===== src/rtl/serial_add_pkg.sv =====
// Shared types for the bit-serial adder.
// Assumes: nothing beyond standard SystemVerilog.
package serial_add_pkg;

    // Sequencer state: idle before a pass, running a pass, pass complete.
    typedef enum logic [1:0] {
        SEQ_IDLE = 2'd0,
        SEQ_RUN  = 2'd1,
        SEQ_DONE = 2'd2
    } seq_state_t;

endpackage


===== src/rtl/sa_shift_reg.sv =====
// Right-shifting register with parallel load and a serial input at its top bit.
// Assumes: load has priority over shift; reset is synchronous, active low.
module sa_shift_reg #(
    parameter int WIDTH = 4
) (
    input  logic             clk,
    input  logic             rst_n,
    input  logic             load_i,
    input  logic             shift_i,
    input  logic [WIDTH-1:0] par_i,
    input  logic             ser_i,
    output logic [WIDTH-1:0] q_o
);

    // Register update: reset, parallel capture, or one step right with ser_i entering at the top.
    always_ff @(posedge clk) begin
        if (!rst_n) begin
            q_o <= '0;
        end else if (load_i) begin
            q_o <= par_i;
        end else if (shift_i) begin
            q_o <= {ser_i, q_o[WIDTH-1:1]};
        end
    end

    AST_SHIFT_STEP: assert property (@(posedge clk) disable iff (!rst_n)
        (shift_i && !load_i) |=> (q_o[WIDTH-2:0] == $past(q_o[WIDTH-1:1])));

endmodule


===== src/rtl/sa_full_adder.sv =====
// One-bit full adder cell: sum and carry out of three input bits.
// Assumes: purely combinational, no state.
module sa_full_adder (
    input  logic a_i,
    input  logic b_i,
    input  logic c_i,
    output logic s_o,
    output logic c_o
);

    // Sum is the odd parity of the inputs; carry is their majority.
    always_comb begin
        s_o = a_i ^ b_i ^ c_i;
        c_o = (a_i & b_i) | (a_i & c_i) | (b_i & c_i);
    end

endmodule


===== src/rtl/sa_sequencer.sv =====
// Pass sequencer: counts exactly WIDTH shift clocks per accepted start.
// Assumes: WIDTH is a power of two of at least 2; load aborts and resets the pass.
module sa_sequencer
    import serial_add_pkg::*;
#(
    parameter int WIDTH = 4
) (
    input  logic clk,
    input  logic rst_n,
    input  logic load_i,
    input  logic start_i,
    output logic go_o,
    output logic shift_o,
    output logic done_o
);

    localparam int CW = (WIDTH > 2) ? $clog2(WIDTH) : 1;
    localparam logic [CW-1:0] LAST = CW'(WIDTH - 1);

    seq_state_t    state_q;
    logic [CW-1:0] cnt_q;

    // A start is taken only when no load competes and no pass is running.
    always_comb begin
        go_o    = start_i && !load_i && (state_q != SEQ_RUN);
        shift_o = (state_q == SEQ_RUN);
        done_o  = (state_q == SEQ_DONE);
    end

    // State and shift counter update.
    always_ff @(posedge clk) begin
        if (!rst_n) begin
            state_q <= SEQ_IDLE;
            cnt_q   <= '0;
        end else if (load_i) begin
            state_q <= SEQ_IDLE;
            cnt_q   <= '0;
        end else if (go_o) begin
            state_q <= SEQ_RUN;
            cnt_q   <= '0;
        end else if (state_q == SEQ_RUN) begin
            cnt_q <= cnt_q + 1'b1;
            if (cnt_q == LAST) begin
                state_q <= SEQ_DONE;
            end
        end
    end

    AST_GO_RUNS: assert property (@(posedge clk) disable iff (!rst_n)
        go_o |=> shift_o);
    AST_LAST_ENDS: assert property (@(posedge clk) disable iff (!rst_n)
        (shift_o && !load_i && cnt_q == LAST) |=> done_o);
    AST_DONE_FROM_RUN: assert property (@(posedge clk) disable iff (!rst_n)
        $rose(done_o) |-> $past(shift_o));
    AST_LOAD_WINS: assert property (@(posedge clk) disable iff (!rst_n)
        load_i |=> (!shift_o && !done_o));

endmodule


===== src/rtl/serial_adder_top.sv =====
// Bit-serial adder: two right-shifting operand registers, one full adder, one carry register.
// The sum bit enters the accumulating register at its top; the second operand is zero filled.
// Assumes: one load before each fresh pair; start pulses while running are ignored.
module serial_adder_top #(
    parameter int WIDTH = 4
) (
    input  logic             clk,
    input  logic             rst_n,
    input  logic             load_i,
    input  logic             start_i,
    input  logic [WIDTH-1:0] opa_i,
    input  logic [WIDTH-1:0] opb_i,
    output logic [WIDTH-1:0] acc_o,
    output logic             carry_o,
    output logic             done_o
);

    logic             go;
    logic             shift;
    logic             sum_bit;
    logic             cout;
    logic [WIDTH-1:0] opb_q;

    sa_sequencer #(.WIDTH(WIDTH)) i_seq (
        .clk     (clk),
        .rst_n   (rst_n),
        .load_i  (load_i),
        .start_i (start_i),
        .go_o    (go),
        .shift_o (shift),
        .done_o  (done_o)
    );

    sa_shift_reg #(.WIDTH(WIDTH)) i_acc (
        .clk     (clk),
        .rst_n   (rst_n),
        .load_i  (load_i),
        .shift_i (shift),
        .par_i   (opa_i),
        .ser_i   (sum_bit),
        .q_o     (acc_o)
    );

    sa_shift_reg #(.WIDTH(WIDTH)) i_opb (
        .clk     (clk),
        .rst_n   (rst_n),
        .load_i  (load_i),
        .shift_i (shift),
        .par_i   (opb_i),
        .ser_i   (1'b0),
        .q_o     (opb_q)
    );

    sa_full_adder i_fa (
        .a_i (acc_o[0]),
        .b_i (opb_q[0]),
        .c_i (carry_o),
        .s_o (sum_bit),
        .c_o (cout)
    );

    // Carry register: cleared by load or start, takes the adder carry on each shift.
    always_ff @(posedge clk) begin
        if (!rst_n) begin
            carry_o <= 1'b0;
        end else if (load_i || go) begin
            carry_o <= 1'b0;
        end else if (shift) begin
            carry_o <= cout;
        end
    end

    AST_LOAD_CLEARS: assert property (@(posedge clk) disable iff (!rst_n)
        load_i |=> (!carry_o && !done_o && acc_o == $past(opa_i)));
    AST_SUM_ENTERS_TOP: assert property (@(posedge clk) disable iff (!rst_n)
        (shift && !load_i) |=> (acc_o[WIDTH-1] == ($past(acc_o[0]) ^ $past(opb_q[0]) ^ $past(carry_o))));
    AST_IDLE_HOLDS: assert property (@(posedge clk) disable iff (!rst_n)
        (!shift && !load_i && !start_i) |=> ($stable(acc_o) && $stable(carry_o) && $stable(done_o)));
    AST_B_ZERO_FILL: assert property (@(posedge clk) disable iff (!rst_n)
        (shift && !load_i) |=> !opb_q[WIDTH-1]);

endmodule


===== config.mk =====
export PLATFORM = sky130hd
export DESIGN_NAME = serial_adder_top
export DESIGN_NICKNAME = d
export VERILOG_FILES = /design/src/rtl/serial_add_pkg.sv /design/src/rtl/sa_shift_reg.sv /design/src/rtl/sa_full_adder.sv /design/src/rtl/sa_sequencer.sv /design/src/rtl/serial_adder_top.sv
export SDC_FILE = /design/constraint.sdc
export NUM_CORES = 1
export LEC_CHECK = 0
export BUFFER_PORTS_ARGS = -buffer_cell sky130_fd_sc_hd__buf_2
export CORE_MARGIN = 3
export CORE_UTILIZATION = 40
export CTS_BUF_LIST = sky130_fd_sc_hd__clkbuf_4
export DETAILED_ROUTE_END_ITERATION = 8
export PLACE_DENSITY = 0.64
export SLEW_MARGIN = 20
export SYNTH_ARGS = -nofsm -noshare
export SYNTH_HDL_FRONTEND = slang
export SYNTH_HIERARCHICAL = 1
export SYNTH_SLANG_ARGS = --single-unit

===== constraint.sdc =====
create_clock -name clk -period 1.9 [get_ports clk]
set_input_delay 0.095 -clock clk [delete_from_list [all_inputs] [get_ports clk]]
set_output_delay 0.095 -clock clk [all_outputs]
set_load 0.01 [all_outputs]

== Word-level counts from Yosys, hierarchy flattened ==
Index checks and enable logic that the tools add are counted.
W data, S select, Z words.

* Output and inout port bits: 6
* Bits in registers: 13
* Word-level logic and storage cells: 38

* Equal/unequal tests: 4
* $add $sub $neg: 1
* Bitwise logic cells: 8
* Reductions and logical operators: 12
* Multiplexer cells: 7

{| class="wikitable"
|+ Operator list
! cell !! number
|-
| $mux W4 || 4
|-
| $reduce_bool A2 Y1 || 3
|-
| $eq A2 B2 Y1 const B || 2
|-
| $reduce_and A2 Y1 || 2
|-
| $reduce_or A2 Y1 || 2
|-
| $and A1 B1 Y1 || 3
|-
| $mux W1 || 3
|-
| $reduce_or A3 Y1 || 1
|-
| $add A2 B1 Y2 const B || 1
|-
| $eq A2 B1 Y1 const B || 1
|-
| $logic_and A1 B1 Y1 || 2
|-
| $ne A2 B1 Y1 const B || 1
|-
| $or A1 B1 Y1 || 2
|-
| $xor A1 B1 Y1 || 2
|-
| $logic_not A1 Y1 || 1
|-
| $logic_or A1 B1 Y1 || 1
|-
| $not A1 Y1 || 1
|}

== Depth between registers and ports, before layout ==
* Word-level depth: 5
* Mapped depth: 4
* Gate-level depth less buffers: 3

== Modules after synthesis ==
The synthesis kept the hierarchy.

{| class="wikitable"
|+ Modules (own cells, without submodules)
! module !! area each (sq um) !! cells each !! times used
|-
| sa_shift_reg || 190.2 || 16 || 2
|-
| sa_sequencer || 203.9 || 21 || 1
|-
| serial_adder_top || 48.8 || 4 || 1
|-
| sa_full_adder || 20.0 || 1 || 1
|}

== Worst setup path before layout ==
OpenSTA, ideal clock, no wires.

* Path kind: register to register
* Start point: register carry_o
* End point: register i_acc.q_o[3]
* Cell stages (with the launch flop): 4
* Arrival: 1.282 ns
* Library setup time: 0.116 ns
* Setup slack: 0.502 ns
* Path through: dfxtp_1 fa_1 mux2_1 o211a_1

* Longest elaborated chain between the ends: 3

{| class="wikitable"
|+ RTL lines
! element !! line !! source
|-
| start, declared || serial_adder_top.sv:14 || <nowiki>output logic carry_o,</nowiki>
|-
| start signal, assigned || serial_adder_top.sv:69 || <nowiki>carry_o <= cout;</nowiki>
|-
| $xor A1 B1 Y1 || sa_full_adder.sv:13 || <nowiki>s_o = a_i ^ b_i ^ c_i;</nowiki>
|-
| net sum_bit || serial_adder_top.sv:20 || <nowiki>logic sum_bit;</nowiki>
|-
| $mux W4 || sa_shift_reg.sv:21 || <nowiki>end else if (shift_i) begin</nowiki>
|-
| $mux W4 || sa_shift_reg.sv:19 || <nowiki>end else if (load_i) begin</nowiki>
|-
| end signal, assigned || sa_shift_reg.sv:20 || <nowiki>q_o <= par_i;</nowiki>
|-
| end signal, assigned || sa_shift_reg.sv:22 || <nowiki>q_o <= {ser_i, q_o[WIDTH-1:1]};</nowiki>
|-
| end, declared || sa_shift_reg.sv:12 || <nowiki>output logic [WIDTH-1:0] q_o</nowiki>
|}

The timed path passes the listed nets, and every way through them passes these cells. The select of a mux whose other input is x is not followed.
A chain may end at the register's enable or synchronous reset.

== Final worst setup path ==
* Start point: register i_seq.state_q[0]
* End point: register i_acc.q_o[2]

* Longest elaborated chain between the ends: 2

{| class="wikitable"
|+ RTL lines
! element !! line !! source
|-
| start, declared || sa_sequencer.sv:20 || <nowiki>seq_state_t state_q;</nowiki>
|-
| start signal, assigned || sa_sequencer.sv:33 || <nowiki>state_q <= SEQ_IDLE;</nowiki>
|-
| start signal, assigned || sa_sequencer.sv:36 || <nowiki>state_q <= SEQ_IDLE;</nowiki>
|-
| start signal, assigned || sa_sequencer.sv:39 || <nowiki>state_q <= SEQ_RUN;</nowiki>
|-
| $eq A2 B1 Y1 || sa_sequencer.sv:26 || <nowiki>shift_o = (state_q == SEQ_RUN);</nowiki>
|-
| net shift || serial_adder_top.sv:19 || <nowiki>logic shift;</nowiki>
|-
| $reduce_bool A2 Y1 (no source line) || - ||
|}

The timed path passes the listed nets, and every way through them passes these cells.

==> run metrics <==
status=complete, no violations; io pins=18; vias per cell=between 5 and 6; Synth top area share=39.8%; critical path peak fanout=15; WL met2=439 um; endpoints failing hold=0; syn nets=72; DIE AREA=2150 um^2; drt first-iter violations=4; Min-Delay Endpoint=i_seq/state_q[0]; Rows=13; Clock Sinks=13; hold path depth=3; Max-cap violations=0; clk root buf=clkbuf_4; flops & latches, synth=13; vias in the first global route=420; clk buf depth=2; clock latency on the worst-skew pair=~0.27 ns; Max VDD drop=about 0.42 mV; Top Layer Used=met4; Worst Setup SP=i_seq/state_q[0]; Post-Route WL=about 1100 um; final setup vio count=0; port bufs=17; startpoint types=flip-flop; CP Data Arrival Time=approximately 1.6 ns; first-pass GRT wire length=1800 um; width of the die=46.4 um; CTS tree=built; cell accounting for the most synthesized area=dfxtp_1; RSZ-0062 raised after global routing=no; Setup Skew=0.000655 ns; leakage power=a little over 0.4 nW; largest net degree at the start of global routing=20; initial antenna violation count=0; Worst-path clk slew=0.07 ns; via count=466; post-synthesis instance area=653 um^2; final period utilization=roughly three quarters; CTS Buf Count=3; Fmax=706 MHz; synth-to-layout area growth=18.8%; overall die height=~46 um; Netlist cell types=19; Inserted Diodes=0; setup TNS=0 ns; post-CTS setup buffers=0; Post-Syn Instances=a little under 60; r2r setup slk=0.48 ns; Synth warnings=6; Resize count post-CTS=0; DRC Markers=0; met3 routed WL=roughly 84 um; dominant cells by area after synthesis=dfxtp_1 40%, mux2_1 16%, o211a_1 12%, nand2b_1 9.6%, fa_1 3.1%; sequential-to-total area share from yosys stat=39.8%; CP Class=reg2reg; HP Class=in2reg; terminus of the critical flop-to-flop path=i_acc/q_o[2]; total gr overflow=0; CORE AREA=between 1000 and 1500 um^2; share of cells above drive strength 1=29.5%; syn_area_per_cell=around 11 um^2; post-route ant nets=0; Reg2Reg Launch Point=i_seq/state_q[0]; H-tree Lvls=1; Final Max Slew Viols=0; placer congestion estimate=0.667; R2R depth=3; CTS Hold Buffers Added=0; wire length on met1=~540 um; Final HPWL DP=between 700 and 800 um; DR WL/cell=11.5 um; Initial Util=46.2%; data required time of the worst path=2.07 ns; HP Start=start_i; Final Power=0.552 mW; Final Net Count=93; CP Capture Type=flip-flop; overall routing resource usage=12.2%; min cycle time layout=1.42 ns; TritonRoute pass-1 iters=3; pwr dens=711 nW/um^2
==> sequential cells by signal, indices dropped and copies added, names as in the netlist <==
| signal | flops |
|---|---|
| i_opb/q_o | 4 |
| i_acc/q_o | 4 |
| i_seq/cnt_q | 2 |
| carry_o | 1 |
| i_seq/state_q | 2 |
==> worst max-delay path by stage <==
stage	end	slack [ns]	depth (start not counted)
6_report	i_acc/q_o[2]	0.48	3
5_1_grt	i_acc/q_o[2]	0.40	3
4_1_cts	i_acc/q_o[3]	0.48	3
3_5_place_dp	i_acc/q_o[3]	0.50	3
3_3_place_gp	i_acc/q_o[3]	0.50	3
2_1_floorplan	i_acc/q_o[3]	0.50	3
==> cell usage after synthesis <==
| library cell | n |
|---|---|
| nor2b_1 | 1 |
| nand2b_1 | 10 |
| a21oi_1 | 2 |
| nor3b_1 | 1 |
| nor2_1 | 3 |
| mux2_1 | 9 |
| nor2b_4 | 1 |
| o211a_1 | 8 |
| and2b_1 | 1 |
| buf_6 | 1 |
| dfxtp_1 | 13 |
| mux2i_1 | 1 |
| a211oi_1 | 1 |
| conb_1 | 1 |
| or3b_1 | 1 |
| fa_1 | 1 |
| nand2_1 | 1 |
| ha_1 | 1 |
| nor4b_2 | 1 |
==> worst max-delay path, stage by stage (launching register included) <==
cell	delay, ns
dfxtp_1	0.35
nor2b_4	0.40
mux2_1	0.37
o211a_1	0.20
==> power breakdown <==
| group | switching [mW] | internal [mW] | total, mW |
|---|---|---|---|
| Clock | 0.0867 | 0.0957 | 0.182 |
| Sequential | 0.00819 | 0.287 | 0.295 |
| Combinational | 0.0338 | 0.0410 | 0.0748 |
==> layer usage <==
layer | track usage (%) | up-vias
met5 | 0 | -
met4 | 5.11 | 0
met3 | 6.25 | 2
met2 | 19.0 | 14
met1 | 13.8 | 203
li1 | - | 247
==> logic make-up after synthesis <==
family	share of synthesized area, %
other	0.574
AOI/OAI and AO/OA	14.9
and+or+nand+nor	20.9
DFF	39.8
buffers and inverters	1.72
adders and majority gates	4.98
muxes	17.1
==> cells in the final DEF (no fill, tap or decap) <==
cell       n
a211oi_1   1
a21oi_1    2
and2b_1    1
buf_2     17
clkbuf_4   4
conb_1     1
dfxtp_1   13
fa_1       1
ha_1       1
mux2_1     9
mux2i_1    1
nand2_1    1
nand2b_1  10
nor2_1     3
nor2b_1    1
nor2b_4    1
nor3b_1    1
nor4b_2    1
o211a_1    8
or3b_1     1
==> metrics by stage <==
step | area [um^2] | hold slack [ns] | utilization, % | cells | setup slack, ns
floorplan | 653 | 0.169 | - | 58 | 0.502
global placement | 746 | 0.408 | 52.7 | 89 | 0.501
detailed placement | 746 | 0.414 | 52.7 | 89 | 0.498
CTS | 776 | 0.120 | 54.8 | 93 | 0.479
global route | 776 | 0.132 | 54.8 | 93 | 0.405
finish | 776 | 0.132 | 54.8 | 93 | 0.483
==> cell type report <==
class | instances | area, um^2
Clock buffer | 4 | 30.0
Fill cell | 136 | 639
Multi-Input combinational cell | 44 | 382
Timing Repair Buffer | 17 | 85.1
Tap cell | 15 | 18.8
Sequential cell | 13 | 260
No activity file was read; power rests on OpenSTA's default activity.
